`config.mk`:
```
export PLATFORM = sky130hd
export DESIGN_NAME = i2c_reg_port
export DESIGN_NICKNAME = d
export VERILOG_FILES = /design/src/rtl/i2c_reg_port_pkg.sv /design/src/rtl/i2c_reg_port_dp.sv /design/src/rtl/i2c_reg_port_ctrl.sv /design/src/rtl/i2c_reg_port.sv
export SDC_FILE = /design/constraint.sdc
export NUM_CORES = 1
export LEC_CHECK = 0
export BUFFER_PORTS_ARGS = -buffer_cell sky130_fd_sc_hd__buf_2
export CAP_MARGIN = 0
export CELL_PAD_IN_SITES_DETAIL_PLACEMENT = 1
export CELL_PAD_IN_SITES_GLOBAL_PLACEMENT = 1
export CORE_UTILIZATION = 45
export CTS_BUF_LIST = sky130_fd_sc_hd__clkbuf_16
export CTS_CLUSTER_SIZE = 24
export DETAILED_ROUTE_END_ITERATION = 12
export PLACE_DENSITY_LB_ADDON = 0.1
export SLEW_MARGIN = 20
export SYNTH_ARGS = -nofsm -noshare
export SYNTH_HDL_FRONTEND = slang
export SYNTH_SLANG_ARGS = --single-unit
```
`constraint.sdc`:
```
create_clock -name clk -period 3.21 [get_ports clk]
set_clock_uncertainty 0.1 [all_clocks]
set_input_delay 0.321 -clock clk [delete_from_list [all_inputs] [get_ports clk]]
set_output_delay 0.321 -clock clk [all_outputs]
set_load 0.05 [all_outputs]
```
`src/rtl/i2c_reg_port_pkg.sv`:
```
package i2c_reg_port_pkg;

  localparam int BYTE_W = 8;
  localparam int ADDR_W = 7;

  typedef enum logic [3:0] {
    ST_IDLE, ST_ADDR, ST_RXDATA, ST_ACKDRV, ST_ACKEND,
    ST_TX, ST_MACK, ST_MNEXT, ST_IGNORE
  } ctrlState_e;

  typedef enum logic [1:0] {K_WRITE, K_READ, K_GC, K_DONE} xferKind_e;

  typedef struct packed {
    logic       shiftIn;
    logic       loadTx;
    logic [1:0] rdSel;
    logic       cfgWrite;
    logic       gcLatch;
    logic       gcReset;
  } dpStrobe_t;

  // strap level: 0 low, 1 high, 2 floating
  function automatic logic [1:0] strapLevel(input logic [1:0] code);
    return code[1] ? 2'd2 : (code[0] ? 2'd1 : 2'd0);
  endfunction

  // returns {valid, address}
  function automatic logic [ADDR_W:0] strapDecode(input logic [1:0] a, input logic [1:0] b);
    logic [ADDR_W:0] r;
    case ({strapLevel(a), strapLevel(b)})
      4'b0000: r = {1'b1, 7'h48};
      4'b0010: r = {1'b1, 7'h49};
      4'b0001: r = {1'b1, 7'h4A};
      4'b0100: r = {1'b1, 7'h4C};
      4'b0110: r = {1'b1, 7'h4D};
      4'b0101: r = {1'b1, 7'h4E};
      4'b1000: r = {1'b1, 7'h4B};
      4'b1001: r = {1'b1, 7'h4F};
      default: r = '0;
    endcase
    return r;
  endfunction

endpackage

```
`src/rtl/i2c_reg_port_dp.sv`:
```
module i2c_reg_port_dp
  import i2c_reg_port_pkg::*;
#(
  parameter logic [BYTE_W-1:0] CFG_DEFAULT = 8'h8C
) (
  input  logic              clk,
  input  logic              rstN,
  input  dpStrobe_t         strobe,
  input  logic              sdaBit,
  input  logic [1:0]        strapA,
  input  logic [1:0]        strapB,
  input  logic [2*BYTE_W-1:0] resultIn,
  input  logic              staleFlag,
  output logic [BYTE_W-1:0] rxNext,
  output logic [ADDR_W-1:0] addrOwn,
  output logic              addrValid,
  output logic [BYTE_W-1:0] txPreview,
  output logic [BYTE_W-1:0] txByte,
  output logic [BYTE_W-1:0] cfgOut,
  output logic              cfgReadPulse,
  output logic              swResetStb
);

  logic [BYTE_W-2:0] rxShift;
  logic [3:0]        strapLat;
  logic [BYTE_W-1:0] snapLow;
  logic [ADDR_W:0]   decoded;

  assign rxNext    = {rxShift, sdaBit};
  assign decoded   = strapDecode(strapLat[3:2], strapLat[1:0]);
  assign addrValid = decoded[ADDR_W];
  assign addrOwn   = decoded[ADDR_W-1:0];

  always_comb begin
    case (strobe.rdSel)
      2'd0:    txPreview = resultIn[2*BYTE_W-1:BYTE_W];
      2'd1:    txPreview = snapLow;
      2'd2:    txPreview = {staleFlag, cfgOut[BYTE_W-2:0]};
      default: txPreview = '1;
    endcase
  end

  always_ff @(posedge clk) begin
    if (!rstN) begin
      rxShift      <= '0;
      strapLat     <= {strapA, strapB};
      snapLow      <= '0;
      txByte       <= '1;
      cfgOut       <= CFG_DEFAULT;
      cfgReadPulse <= 1'b0;
      swResetStb   <= 1'b0;
    end else begin
      cfgReadPulse <= strobe.loadTx && (strobe.rdSel == 2'd2);
      swResetStb   <= strobe.gcReset;
      if (strobe.shiftIn) rxShift <= rxNext[BYTE_W-2:0];
      if (strobe.gcLatch) strapLat <= {strapA, strapB};
      if (strobe.loadTx) txByte <= txPreview;
      if (strobe.gcReset) begin
        cfgOut  <= CFG_DEFAULT;
        snapLow <= '0;
      end else begin
        if (strobe.cfgWrite) cfgOut <= rxNext;
        if (strobe.loadTx && strobe.rdSel == 2'd0) snapLow <= resultIn[BYTE_W-1:0];
      end
    end
  end

endmodule

```
`src/rtl/i2c_reg_port_ctrl.sv`:
```
module i2c_reg_port_ctrl
  import i2c_reg_port_pkg::*;
(
  input  logic              clk,
  input  logic              rstN,
  input  logic              startDet,
  input  logic              stopDet,
  input  logic              sclRise,
  input  logic              sclFall,
  input  logic              sdaBit,
  input  logic [BYTE_W-1:0] rxNext,
  input  logic [ADDR_W-1:0] addrOwn,
  input  logic              addrValid,
  input  logic [BYTE_W-1:0] txPreview,
  input  logic [BYTE_W-1:0] txByte,
  output dpStrobe_t         strobe,
  output logic              sdaPullLow,
  output logic              hsMode
);

  ctrlState_e state;
  xferKind_e  kind;
  logic [3:0] bitCnt;
  logic [1:0] rdIdx;
  logic       byteDone;
  logic       gcCmdOk;

  assign byteDone = strobe.shiftIn && (bitCnt == 4'd7);
  assign gcCmdOk  = (rxNext == 8'h04) || (rxNext == 8'h06);

  always_comb begin
    strobe          = '0;
    strobe.shiftIn  = sclRise && (state == ST_ADDR || state == ST_RXDATA);
    strobe.rdSel    = rdIdx;
    strobe.loadTx   = sclFall && ((state == ST_ACKEND && kind == K_READ) || state == ST_MNEXT);
    strobe.cfgWrite = byteDone && state == ST_RXDATA && kind == K_WRITE;
    strobe.gcLatch  = byteDone && state == ST_RXDATA && kind == K_GC && gcCmdOk;
    strobe.gcReset  = byteDone && state == ST_RXDATA && kind == K_GC && (rxNext == 8'h06);
  end

  always_ff @(posedge clk) begin
    if (!rstN) begin
      state      <= ST_IDLE;
      kind       <= K_DONE;
      bitCnt     <= '0;
      rdIdx      <= '0;
      sdaPullLow <= 1'b0;
      hsMode     <= 1'b0;
    end else if (stopDet) begin
      state      <= ST_IDLE;
      sdaPullLow <= 1'b0;
      hsMode     <= 1'b0;
    end else if (startDet) begin
      state      <= ST_ADDR;
      bitCnt     <= '0;
      sdaPullLow <= 1'b0;
    end else begin
      case (state)
        ST_ADDR: if (sclRise) begin
          bitCnt <= bitCnt + 4'd1;
          if (bitCnt == 4'd7) begin
            if (rxNext[7:3] == 5'b00001) begin
              hsMode <= 1'b1;
              state  <= ST_IGNORE;
            end else if (rxNext == 8'h00) begin
              kind  <= K_GC;
              state <= ST_ACKDRV;
            end else if (addrValid && rxNext[7:1] == addrOwn) begin
              kind  <= rxNext[0] ? K_READ : K_WRITE;
              rdIdx <= '0;
              state <= ST_ACKDRV;
            end else begin
              state <= ST_IGNORE;
            end
          end
        end
        ST_RXDATA: if (sclRise) begin
          bitCnt <= bitCnt + 4'd1;
          if (bitCnt == 4'd7) begin
            if (kind == K_WRITE || (kind == K_GC && gcCmdOk)) begin
              kind  <= K_DONE;
              state <= ST_ACKDRV;
            end else begin
              state <= ST_IGNORE;
            end
          end
        end
        ST_ACKDRV: if (sclFall) begin
          sdaPullLow <= 1'b1;
          state      <= ST_ACKEND;
        end
        ST_ACKEND: if (sclFall) begin
          bitCnt <= '0;
          if (kind == K_READ) begin
            sdaPullLow <= !txPreview[7];
            rdIdx      <= (rdIdx == 2'd3) ? rdIdx : rdIdx + 2'd1;
            state      <= ST_TX;
          end else if (kind == K_DONE) begin
            sdaPullLow <= 1'b0;
            state      <= ST_IGNORE;
          end else begin
            sdaPullLow <= 1'b0;
            state      <= ST_RXDATA;
          end
        end
        ST_TX: begin
          if (sclRise) bitCnt <= bitCnt + 4'd1;
          if (sclFall) begin
            if (bitCnt == 4'd8) begin
              sdaPullLow <= 1'b0;
              state      <= ST_MACK;
            end else begin
              sdaPullLow <= !txByte[3'd7 - bitCnt[2:0]];
            end
          end
        end
        ST_MACK: if (sclRise) state <= sdaBit ? ST_IGNORE : ST_MNEXT;
        ST_MNEXT: if (sclFall) begin
          bitCnt     <= '0;
          sdaPullLow <= !txPreview[7];
          rdIdx      <= (rdIdx == 2'd3) ? rdIdx : rdIdx + 2'd1;
          state      <= ST_TX;
        end
        default: ;
      endcase
    end
  end

endmodule

```
`src/rtl/i2c_reg_port.sv`:
```
module i2c_reg_port
  import i2c_reg_port_pkg::*;
#(
  parameter int         SYNC_STAGES = 2,
  parameter logic [7:0] CFG_DEFAULT = 8'h8C
) (
  input  logic        clk,
  input  logic        rstN,
  input  logic        sclIn,
  input  logic        sdaIn,
  output logic        sdaPullLow,
  input  logic [1:0]  strapA,
  input  logic [1:0]  strapB,
  input  logic [15:0] resultIn,
  input  logic        staleFlag,
  output logic [7:0]  cfgOut,
  output logic        cfgReadPulse,
  output logic        swResetStb,
  output logic        hsMode
);

  logic [SYNC_STAGES-1:0] sclPipe, sdaPipe;
  logic sclS, sdaS, sclD, sdaD;
  logic startDet, stopDet, sclRise, sclFall;
  dpStrobe_t         strobe;
  logic [BYTE_W-1:0] rxNext, txPreview, txByte;
  logic [ADDR_W-1:0] addrOwn;
  logic              addrValid;

  always_ff @(posedge clk) begin
    if (!rstN) begin
      sclPipe <= '1;
      sdaPipe <= '1;
      sclD    <= 1'b1;
      sdaD    <= 1'b1;
    end else begin
      sclPipe <= {sclPipe[SYNC_STAGES-2:0], sclIn};
      sdaPipe <= {sdaPipe[SYNC_STAGES-2:0], sdaIn};
      sclD    <= sclS;
      sdaD    <= sdaS;
    end
  end

  assign sclS     = sclPipe[SYNC_STAGES-1];
  assign sdaS     = sdaPipe[SYNC_STAGES-1];
  assign startDet = sclS && sclD && sdaD && !sdaS;
  assign stopDet  = sclS && sclD && !sdaD && sdaS;
  assign sclRise  = sclS && !sclD;
  assign sclFall  = !sclS && sclD;

  i2c_reg_port_ctrl u_ctrl (
    .clk(clk), .rstN(rstN), .startDet(startDet), .stopDet(stopDet),
    .sclRise(sclRise), .sclFall(sclFall), .sdaBit(sdaS), .rxNext(rxNext),
    .addrOwn(addrOwn), .addrValid(addrValid), .txPreview(txPreview),
    .txByte(txByte), .strobe(strobe), .sdaPullLow(sdaPullLow), .hsMode(hsMode)
  );

  i2c_reg_port_dp #(.CFG_DEFAULT(CFG_DEFAULT)) u_dp (
    .clk(clk), .rstN(rstN), .strobe(strobe), .sdaBit(sdaS),
    .strapA(strapA), .strapB(strapB), .resultIn(resultIn), .staleFlag(staleFlag),
    .rxNext(rxNext), .addrOwn(addrOwn), .addrValid(addrValid),
    .txPreview(txPreview), .txByte(txByte), .cfgOut(cfgOut),
    .cfgReadPulse(cfgReadPulse), .swResetStb(swResetStb)
  );

endmodule

```
==> flow_summary.json, run 1 <==
{
  "timing.reg2reg.setup_slack_ns": 0.81,
  "clk_root_buffer_cell": "sky130_fd_sc_hd__clkbuf_16",
  "clkSlewWorstSetupHoldPaths_ns": 0.05,
  "critical_path.n_buffers_inverters": 0,
  "gp_congestion": 0.788,
  "worstHoldEndpoint": "u_dp.strapLat[3]",
  "grt_pass1_vias": 2637,
  "yosysSeqAreaShare_pct": 40.2,
  "critical_path.slowest_cell": "sky130_fd_sc_hd__dfxtp_1",
  "r2r_start": "u_ctrl.state[1]",
  "hold_path.class": "in -> reg",
  "hold_start": "strapA[1]",
  "ys_seq_elements": 57,
  "row_count": 29,
  "critPathLaunchType": "register",
  "detail_route.wl_per_cell_um": 17.7,
  "grt_util_all_layers_pct": 24.5,
  "clock_tree_from_tritoncts": "yes",
  "post_cts_buffers": 0,
  "run_status": "complete, no violations",
  "layout_commonest_cell": "sky130_fd_sc_hd__dfxtp_1",
  "worst_skew_pair.late_latency_ns": 0.32,
  "cell_area_after_synthesis_mm2": 0.00294,
  "worstSetupEndpointType": "register",
  "post_route_minimum_period_ns": 2.40,
  "coreArea_mm2": 0.00631,
  "dpl.hpwl_mm": 5.57,
  "cellLeakagePower_nw": 1.36,
  "vias_per_cell": 5.75,
  "drv_slew": 0,
  "cp_slowest_stage_delay_ns": 0.63,
  "synth_top_cell_area_share_pct": 36.1,
  "clockBufferDepth": 2,
  "final_min_period_over_clock_period_pct": 74.7,
  "worst_hold_slack_ns": 0.0727,
  "grt_antenna_before_repair": 0,
  "final_nets": 397,
  "power_density_mw_per_mm2": 499,
  "synthTopCellsByArea": "sky130_fd_sc_hd__dfxtp_1 (36%), sky130_fd_sc_hd__mux2i_1 (8.5%), sky130_fd_sc_hd__nor2_1 (6.1%), sky130_fd_sc_hd__a21oi_1 (5.4%), sky130_fd_sc_hd__edfxtp_1 (4.1%)",
  "critPathKind": "reg -> reg",
  "rsz0062_at_grt": "false",
  "boundaryPins": 37,
  "layout-drive-gt1-share_pct": 17.1,
  "number_of_max_cap_violations": 0,
  "crit_path_max_fanout": 17,
  "cts_hold_buffers": 0,
  "power.ir.vdd_worst_v": 0.000430,
  "cts_inserted_buffers": 9,
  "die_area_mm2": 0.00686,
  "synthesis.nets": 368,
  "postRouteAntennaNets": 0,
  "initial_util_pct": 46.6,
  "worstMarginPinSlew_ns": 0.573,
  "r2r.worst_path.cells": 6,
  "grt_start_max_net_pins": 31,
  "synth_top_cell_by_area": "sky130_fd_sc_hd__dfxtp_1",
  "netlist_instances": 335,
  "postRouteWirelength_mm": 7.89,
  "count_of_unique_library_cells_instantiated_by_yosys": 60,
  "min_delay_path_depth": 1,
  "vias": 2566,
  "antenna_cells": 0,
  "areaGrowthSynthToFinish_pct": 16.3,
  "timing.final.hold_violations": 0,
  "drc_errors": 0,
  "timing.critical_path.max_delay_family": "simple AND/OR/NAND/NOR gates",
  "post_cts_resize_count": 0,
  "first_pass_iters": 4,
  "synth_warnings": 0,
  "setup_total_negative_slack_ns": 0,
  "most-common-layout-cells": "sky130_fd_sc_hd__dfxtp_1 (53), sky130_fd_sc_hd__nor2_1 (48), sky130_fd_sc_hd__buf_2 (36)",
  "postSynthAreaPerCell_um2": 8.78,
  "drt_iter0_markers": 119,
  "regToRegEndpoint": "u_dp.snapLow[1]",
  "cp_required_ns": 3.31,
  "slew_headroom_pct": 61.7,
  "arrival_ns": 2.50,
  "global_route_wire_length_before_repair_mm": 13.1,
  "crit_chain": "or4b_4 -> nor4_2 -> nand4_1 -> or2_4 -> nand2_2 -> nor2_1",
  "setup_viol": 0,
  "fin_util_pct": 54.2,
  "die_height_um": 82.8,
  "cts.htree.levels": 3,
  "tritoncts_num_sinks": 57,
  "overflow": 0,
  "synth-edff-count": 4,
  "dieWidth_um": 82.8,
  "dominantRegCellSynth": "sky130_fd_sc_hd__dfxtp_1",
  "buffer_ports.inserted": 36,
  "fin_total_pwr_mw": 1.71,
  "asyncSetResetFlopFracSynth_pct": 0,
  "fmax_mhz": 417
}
==> routing by layer <==
layer  vias up  global-route usage [%]  wire (µm)
met3        10                    5.37        358
met5         -                       0          0
li1       1246                       -          -
met2        63                    39.5       3780
met4         0                    11.1         82
met1      1247                    31.4       3670
==> cell families (layout without fill, tap and decap cells) <==
kind of cell / after synthesis / count (layout) / synth area share [%]
xor gates and xnor gates: 3 / 3 / 0.894
muxes: 28 / 28 / 10.4
and+or+nand+nor: 134 / 134 / 23.1
DFF: 57 / 57 / 40.2
buffers and inverters: 28 / 62 / 4.13
AOI/OAI and AO/OA: 77 / 77 / 17.9
adders and majority gates: 8 / 8 / 3.40
==> how the worst max path moves through the flow <==
| stage | from | end | depth (start not counted) |
|---|---|---|---|
| after floorplan | u_dp.strapLat[3] | u_ctrl.kind[0] | 5 |
| after global placement | u_ctrl.state[1] | u_dp.snapLow[2] | 6 |
| after detailed placement | u_ctrl.state[1] | u_dp.snapLow[1] | 6 |
| after CTS | u_ctrl.state[1] | u_dp.snapLow[1] | 6 |
| after global routing | u_ctrl.state[1] | u_dp.snapLow[0] | 6 |
| final | u_ctrl.state[1] | u_dp.snapLow[1] | 6 |
==> power by group <==
| part | internal, mW | switching [mW] |
|---|---|---|
| logic | 0.0303 | 0.0423 |
| clock network | 0.584 | 0.317 |
| registers | 0.724 | 0.00843 |
==> layout make-up <==
cell class | instances | area (µm²)
Clock buffer | 9 | 225
Clock inverter | 7 | 53.8
Inverter | 8 | 30.0
Fill cell | 770 | 2890
Timing Repair Buffer | 38 | 195
Sequential cell | 57 | 1180
Tap cell | 77 | 96.3
Multi-Input combinational cell | 250 | 1640
==> registers in the layout (all words and copies together) (netlist names) <==
register           count
u_dp.rxShift           7
u_ctrl.kind            2
u_dp.txByte            8
sclD                   1
u_ctrl.state           4
u_ctrl.sdaPullLow      1
u_dp.cfgOut            8
u_dp.snapLow           8
u_ctrl.rdIdx           2
sclPipe                2
u_dp.strapLat          4
sdaD                   1
u_dp.cfgReadPulse      1
u_ctrl.bitCnt          4
sdaPipe                2
u_dp.swResetStb        1
u_ctrl.hsMode          1
==> per-stage QoR <==
step	instance area (µm²)	std cells	worst slack, ns
2_1_floorplan	2940	335	1.05
3_3_place_gp	3140	430	0.903
3_5_place_dp	3140	430	0.845
4_1_cts	3420	446	0.812
5_1_grt	3420	446	0.685
6_report	3420	446	0.811
==> worst reg2reg max path, stage by stage (launching register included) <==
cell and delay (ns):
sky130_fd_sc_hd__dfxtp_1 0.63, sky130_fd_sc_hd__or4b_4 0.58, sky130_fd_sc_hd__nor4_2 0.19, sky130_fd_sc_hd__nand4_1 0.17, sky130_fd_sc_hd__or2_4 0.30, sky130_fd_sc_hd__nand2_2 0.23, sky130_fd_sc_hd__nor2_1 0.09
==> cell usage after synthesis (4+ instances only) <==
library cell               number
sky130_fd_sc_hd__a22oi_1        7
sky130_fd_sc_hd__nand2b_1      18
sky130_fd_sc_hd__inv_1          8
sky130_fd_sc_hd__a21oi_1       32
sky130_fd_sc_hd__ha_1           8
sky130_fd_sc_hd__buf_2          4
sky130_fd_sc_hd__edfxtp_1       4
sky130_fd_sc_hd__nor2_1        48
sky130_fd_sc_hd__clkbuf_1      13
sky130_fd_sc_hd__o21ai_0        6
sky130_fd_sc_hd__nand2_1       27
sky130_fd_sc_hd__nor2b_1        7
sky130_fd_sc_hd__nand3_1        8
sky130_fd_sc_hd__dfxtp_1       53
sky130_fd_sc_hd__mux2i_1       25
sky130_fd_sc_hd__a211oi_1       4
(Power assumes the default switching activity.)
==> run 2, diff against run 1 <==
- CORE_UTILIZATION: 45 -> 39
- clock period: 3.21 -> 2.1 ns (I/O delays scaled with it)
==> flow_summary.json, run 2 (synthesis gave the netlist of run 1 again) <==
{
  "slew_headroom_pct": 67.3,
  "dpl.cell_count": 492,
  "final.setup.worst_slack_ns": -0.203,
  "dieWidth_um": 88.8,
  "overflow": 0,
  "clk_root_buffer_cell": "sky130_fd_sc_hd__clkbuf_16",
  "most-common-layout-cells": "sky130_fd_sc_hd__dfxtp_1 (52), sky130_fd_sc_hd__nor2_1 (48), sky130_fd_sc_hd__buf_4 (42)",
  "layout_top_registers": "u_dp.cfgOut: 8 flops, u_dp.snapLow: 8 flops, u_dp.txByte: 8 flops",
  "vias": 2723,
  "placement.setup.worst_slack_ns": -0.146,
  "filler_cell_count": 872,
  "failed_checks": "setup timing",
  "clockBufferDepth": 2,
  "vias_per_cell": 5.29,
  "placedInstanceArea_mm2": 0.00347,
  "layout-drive-gt1-share_pct": 28.6,
  "critPathLaunchType": "register",
  "cp_required_ns": 2.22,
  "antenna_cells": 0,
  "worst_skew_pair.late_latency_ns": 0.34,
  "number_of_max_cap_violations": 0,
  "grt_start_max_net_pins": 21,
  "layout.cell_area.non_filler_mm2": 0.00392,
  "critPathKind": "reg -> reg",
  "timing.final.hold_violations": 0,
  "grt_util_all_layers_pct": 24.5,
  "cts_inserted_buffers": 9,
  "power_density_mw_per_mm2": 713,
  "global_route_wire_length_before_repair_mm": 14.2,
  "boundaryPins": 37,
  "arrival_ns": 2.42,
  "initial_util_pct": 40.5,
  "areaGrowthSynthToFinish_pct": 33.2,
  "postRouteWirelength_mm": 8.70,
  "worstMarginPinSlew_ns": 0.490,
  "drt_iter0_markers": 89,
  "clkSlewWorstSetupHoldPaths_ns": 0.06,
  "buffer_ports.inserted": 36,
  "drv_slew": 0,
  "tritoncts_num_sinks": 57,
  "worstSetupEndpointType": "register",
  "dpl.hpwl_mm": 6.36,
  "layout_commonest_cell": "sky130_fd_sc_hd__dfxtp_1",
  "grt_antenna_before_repair": 0,
  "final_min_period_over_clock_period_pct": 110,
  "setup_viol": 7,
  "run_status": "finished, violations left",
  "power.ir.vdd_worst_v": 0.000379,
  "die_height_um": 88.8,
  "coreArea_mm2": 0.00725,
  "fin_util_pct": 54.0,
  "cellLeakagePower_nw": 1.62,
  "first_pass_iters": 4,
  "detail_route.wl_per_cell_um": 16.9,
  "clock_tree_from_tritoncts": "yes",
  "row_count": 31,
  "rsz0062_at_grt": "true",
  "final_nets": 444,
  "die_area_mm2": 0.00789,
  "layoutNonFillerInstCount": 515,
  "cts.htree.levels": 3,
  "drc_errors": 0,
  "gp_congestion": 0.792,
  "hold_path.class": "in -> reg",
  "fmax_mhz": 434,
  "grt_pass1_vias": 2853,
  "postRouteAntennaNets": 0,
  "crit_path_max_fanout": 4,
  "post_route_minimum_period_ns": 2.30
}
[run 2: worst paths after layout]
path,from,endpoint,slack [ns],cells after the start
setup / recovery,u_dp.strapLat[3],u_ctrl.kind[0],-0.20,6
hold / removal,resultIn[5],u_dp.snapLow[5],0.009,3
setup reg to reg,u_dp.strapLat[3],u_ctrl.kind[0],-0.20,6
hold reg to reg,sdaPipe[0],sdaPipe[1],0.31,1
[run 2: power breakdown]
group          switching [mW]  internal, mW  leakage, nW
Sequential            0.00731          1.10        0.468
Combinational          0.0797        0.0674         1.00
Clock                   0.593         0.940        0.149
[run 2: repair_timing]
action | CTS | global route
setup buffers | 0 | 1
setup endpoints to repair | 7 | 27
endpoints found under the hold margin | 6 | 0
hold buffers | 6 | 0
gates resized for setup | 1 | 12
pin swaps | 2 | 5
[run 2: per-layer routing]
| layer | global-route usage, % | wire, µm | up-vias |
|---|---|---|---|
| met3 | 5.69 | 231 | 19 |
| met1 | 30.4 | 4060 | 1310 |
| li1 | - | - | 1348 |
| met2 | 40.2 | 4200 | 46 |
| met5 | 0 | 0 | - |
| met4 | 11.7 | 199 | 0 |
[run 2: through the flow]
step | total power [mW] | hold WS, ns | setup TNS (ns)
after global routing | 2.89 | 0.0221 | -1.76
after CTS | 2.81 | 0.00563 | -0.888
after floorplan | 1.21 | 0.196 | -0.00808
final | 2.79 | 0.00911 | -0.976
after detailed placement | 1.27 | 0.291 | -0.623
after global placement | 1.26 | 0.286 | -0.369
[run 2: layout make-up]
| class | count | area, µm² | area share (%) |
|---|---|---|---|
| repair buffers | 85 | 567 | 14.5 |
| flip-flops and latches | 57 | 1180 | 30.2 |
| clock buffers | 9 | 225 | 5.75 |
| inverters | 8 | 30.0 | 0.767 |
| clock inverters | 7 | 83.8 | 2.14 |
| multi-input cells | 250 | 1700 | 43.5 |
| well taps | 99 | 124 | 3.16 |
[run 2: critical path: stages (launching register included)]
cell and delay, ns:
sky130_fd_sc_hd__edfxtp_1 0.46, sky130_fd_sc_hd__and3b_1 0.23, sky130_fd_sc_hd__or3_1 0.30, sky130_fd_sc_hd__a2111o_1 0.43, sky130_fd_sc_hd__buf_4 0.17, sky130_fd_sc_hd__a31oi_4 0.16, sky130_fd_sc_hd__mux2_4 0.31
==> run 3, diff against run 2 <==
- ABC_AREA: default -> 1
- CORE_UTILIZATION: 39 -> 37
- SETUP_SLACK_MARGIN: default -> 0.3
==> flow_summary.json, run 3 <==
{
  "boundaryPins": 37,
  "number_of_max_cap_violations": 0,
  "crit_path_max_fanout": 6,
  "filler_cell_count": 1026,
  "row_count": 32,
  "critPathKind": "reg -> reg",
  "critPathLaunchType": "register",
  "tritoncts_num_sinks": 57,
  "synth_top_cell_by_area": "sky130_fd_sc_hd__dfxtp_1",
  "power.combinational.fraction_pct": 30.5,
  "power_density_mw_per_mm2": 1010,
  "final_nets": 547,
  "drc_errors": 0,
  "grt_start_max_net_pins": 25,
  "asyncSetResetFlopFracSynth_pct": 0,
  "slew_headroom_pct": 65.3,
  "die_area_mm2": 0.00864,
  "areaGrowthSynthToFinish_pct": 32.1,
  "dpl.hpwl_mm": 6.78,
  "hold_start": "resultIn[5]",
  "worstSetupEndpointType": "register",
  "clkSlewWorstSetupHoldPaths_ns": 0.06,
  "cts_inserted_buffers": 9,
  "layout-drive-gt1-share_pct": 27.2,
  "count_of_unique_library_cells_instantiated_by_yosys": 32,
  "timing.reg2reg.setup_slack_ns": 0.34,
  "min_delay_path_depth": 3,
  "global_route_wire_length_before_repair_mm": 15.0,
  "synth-edff-count": 4,
  "total_switching_power_mw": 1.47,
  "initial_util_pct": 39.0,
  "dieWidth_um": 93.0,
  "drt_iter0_markers": 114,
  "netlist_instances": 445,
  "r2r_start": "u_ctrl.state[1]",
  "setup_viol": 0,
  "layout_top_registers": "u_dp.cfgOut: 8 flops, u_dp.snapLow: 8 flops, u_dp.txByte: 8 flops",
  "worstHoldEndpoint": "u_dp.snapLow[5]",
  "vias_per_cell": 5.10,
  "synth_top_cell_area_share_pct": 34.7,
  "ys_seq_elements": 57,
  "first_pass_iters": 4,
  "grt_util_all_layers_pct": 22.6,
  "setup_total_negative_slack_ns": 0,
  "cell_area_after_synthesis_mm2": 0.00306,
  "cellInternalPower_mw": 2.60,
  "cp_required_ns": 2.21,
  "drv_slew": 0,
  "rsz0062_at_grt": "true",
  "seq_power_share_pct": 30.6,
  "cellLeakagePower_nw": 1.88,
  "die_height_um": 93.0,
  "final_min_period_over_clock_period_pct": 84.0,
  "coreArea_mm2": 0.00785,
  "detail_route.wl_per_cell_um": 15.5,
  "fmax_mhz": 567,
  "worstMarginPinSlew_ns": 0.516,
  "regToRegEndpoint": "u_dp.txByte[2]",
  "buffer_ports.inserted": 36,
  "most-common-layout-cells": "sky130_fd_sc_hd__nand2_1 (124), sky130_fd_sc_hd__nand3_1 (51), sky130_fd_sc_hd__dfxtp_1 (50)",
  "clk_root_buffer_cell": "sky130_fd_sc_hd__clkbuf_16",
  "yosysSeqAreaShare_pct": 38.6,
  "antenna_cells": 0,
  "run_status": "complete, no violations",
  "overflow": 0,
  "clock_tree_from_tritoncts": "yes",
  "post_route_minimum_period_ns": 1.76,
  "layout_commonest_cell": "sky130_fd_sc_hd__nand2_1",
  "grt_antenna_before_repair": 0,
  "yosys-top-cells-count": "sky130_fd_sc_hd__nand2_1 (127), sky130_fd_sc_hd__nand3_1 (55), sky130_fd_sc_hd__dfxtp_1 (53)",
  "synthTopCellsByArea": "sky130_fd_sc_hd__dfxtp_1 (35%), sky130_fd_sc_hd__nand2_1 (16%), sky130_fd_sc_hd__nand3_1 (9.0%), sky130_fd_sc_hd__a21oi_1 (5.2%), sky130_fd_sc_hd__inv_1 (4.7%)",
  "vias": 3170,
  "power.ir.vdd_worst_v": 0.000535,
  "yosys.cell_count.top_type": "sky130_fd_sc_hd__nand2_1",
  "grt_pass1_vias": 3208,
  "postSynthAreaPerCell_um2": 6.88,
  "postRouteAntennaNets": 0,
  "worst_hold_slack_ns": 0.0119,
  "clockBufferDepth": 2,
  "clock_power_share_pct": 38.9,
  "gp_congestion": 0.943,
  "timing.final.hold_violations": 0,
  "synth_warnings": 0,
  "dominantRegCellSynth": "sky130_fd_sc_hd__dfxtp_1",
  "hold_path.class": "in -> reg",
  "cts.htree.levels": 3,
  "worst_skew_pair.late_latency_ns": 0.34,
  "fin_util_pct": 51.5,
  "postRouteWirelength_mm": 9.64,
  "switching_power_as_a_share_of_total_power_pct": 36.2,
  "arrival_ns": 1.87,
  "r2r.worst_path.cells": 11,
  "synthesis.nets": 478
}
## run 3: cell types whose count changed in the layout (fill, tap and decap cells not counted), moves of 8 or more
cell,before,now
sky130_fd_sc_hd__mux2i_1,25,0
sky130_fd_sc_hd__nand2_1,27,124
sky130_fd_sc_hd__o21ai_0,6,16
sky130_fd_sc_hd__nor2_1,48,29
sky130_fd_sc_hd__inv_1,8,36
sky130_fd_sc_hd__nand2_2,0,8
sky130_fd_sc_hd__nor2_4,0,9
sky130_fd_sc_hd__nand3_1,8,51
sky130_fd_sc_hd__buf_4,42,26
sky130_fd_sc_hd__nand2b_1,18,0
## run 3: worst max-delay path by stage
stage	from	end	slack [ns]	cells past startpoint
after floorplan	u_ctrl.bitCnt[1]	u_dp.strapLat[0]	0.41	5
after global placement	u_ctrl.bitCnt[0]	u_dp.strapLat[1]	0.21	6
after detailed placement	u_ctrl.state[3]	u_ctrl.kind[0]	0.20	10
after CTS	u_ctrl.state[1]	u_ctrl.kind[1]	0.27	11
after global routing	u_ctrl.state[3]	u_ctrl.sdaPullLow	0.26	8
final	u_ctrl.state[1]	u_dp.txByte[2]	0.34	11
## run 3: layout make-up
| class | count | area (µm²) | area share (%) |
|---|---|---|---|
| well taps | 102 | 128 | 3.15 |
| inverters | 45 | 179 | 4.42 |
| clock buffers | 10 | 250 | 6.19 |
| clock inverters | 6 | 71.3 | 1.76 |
| multi-input cells | 332 | 1780 | 43.9 |
| repair buffers | 69 | 455 | 11.3 |
| flip-flops and latches | 57 | 1180 | 29.3 |
## run 3: kinds of logic (layout without fill, tap and decap cells)
| logic type | count (synthesis) | count (layout) | synth area share, % |
|---|---|---|---|
| simple gates | 263 | 263 | 39.5 |
| compound gates | 60 | 60 | 10.6 |
| flops | 57 | 57 | 38.6 |
| buf+inv | 56 | 130 | 7.72 |
| fa+ha+maj | 8 | 8 | 3.27 |
| xor+xnor | 1 | 1 | 0.286 |
## run 3: worst max-delay path: stages (launching register included)
cell and delay (ns):
sky130_fd_sc_hd__dfxtp_2 0.35, sky130_fd_sc_hd__inv_2 0.08, sky130_fd_sc_hd__nor2_4 0.22, sky130_fd_sc_hd__nor2_4 0.08, sky130_fd_sc_hd__nand2_4 0.12, sky130_fd_sc_hd__inv_4 0.06
sky130_fd_sc_hd__nand2_4 0.08, sky130_fd_sc_hd__nor2_4 0.05, sky130_fd_sc_hd__buf_4 0.14, sky130_fd_sc_hd__buf_4 0.14, sky130_fd_sc_hd__o21ai_0 0.11, sky130_fd_sc_hd__nand3_1 0.10
## run 3: power groups by stage
stage | Combinational, mW | Sequential (mW) | Clock, mW
3_3_place_gp | 1.01 | 1.25 | 0
4_1_cts | 1.08 | 1.23 | 1.60
5_1_grt | 1.37 | 1.26 | 1.65
3_5_place_dp | 1.02 | 1.25 | 0
2_1_floorplan | 0.753 | 1.23 | 0
6_report | 1.24 | 1.25 | 1.58
## run 3: repair_timing
action / in CTS / in global routing
gates resized for setup: 7 / 30
hold buffers: 6 / 0
hold endpoints to repair: 6 / 0
pin swaps: 2 / 9
endpoints found under the setup margin: 28 / 34
buffers inserted: 3 / 17
## run 3: layer usage
metal,up-vias,track usage [%],part of all wire (%)
met5,-,0,0
met4,0,9.74,2.0
met3,14,3.53,3.1
met2,58,39.8,51
met1,1512,26.9,44
li1,1586,-,-
## run 3: per-stage QoR
stage	area (µm²)	cells	total power, mW	worst slack (ns)
global placement	3360	579	2.25	0.210
finish	4050	621	4.07	0.335
global route	4050	621	4.28	0.264
floorplan	3060	445	1.99	0.414
detailed placement	3360	579	2.27	0.202
CTS	3800	604	3.90	0.272
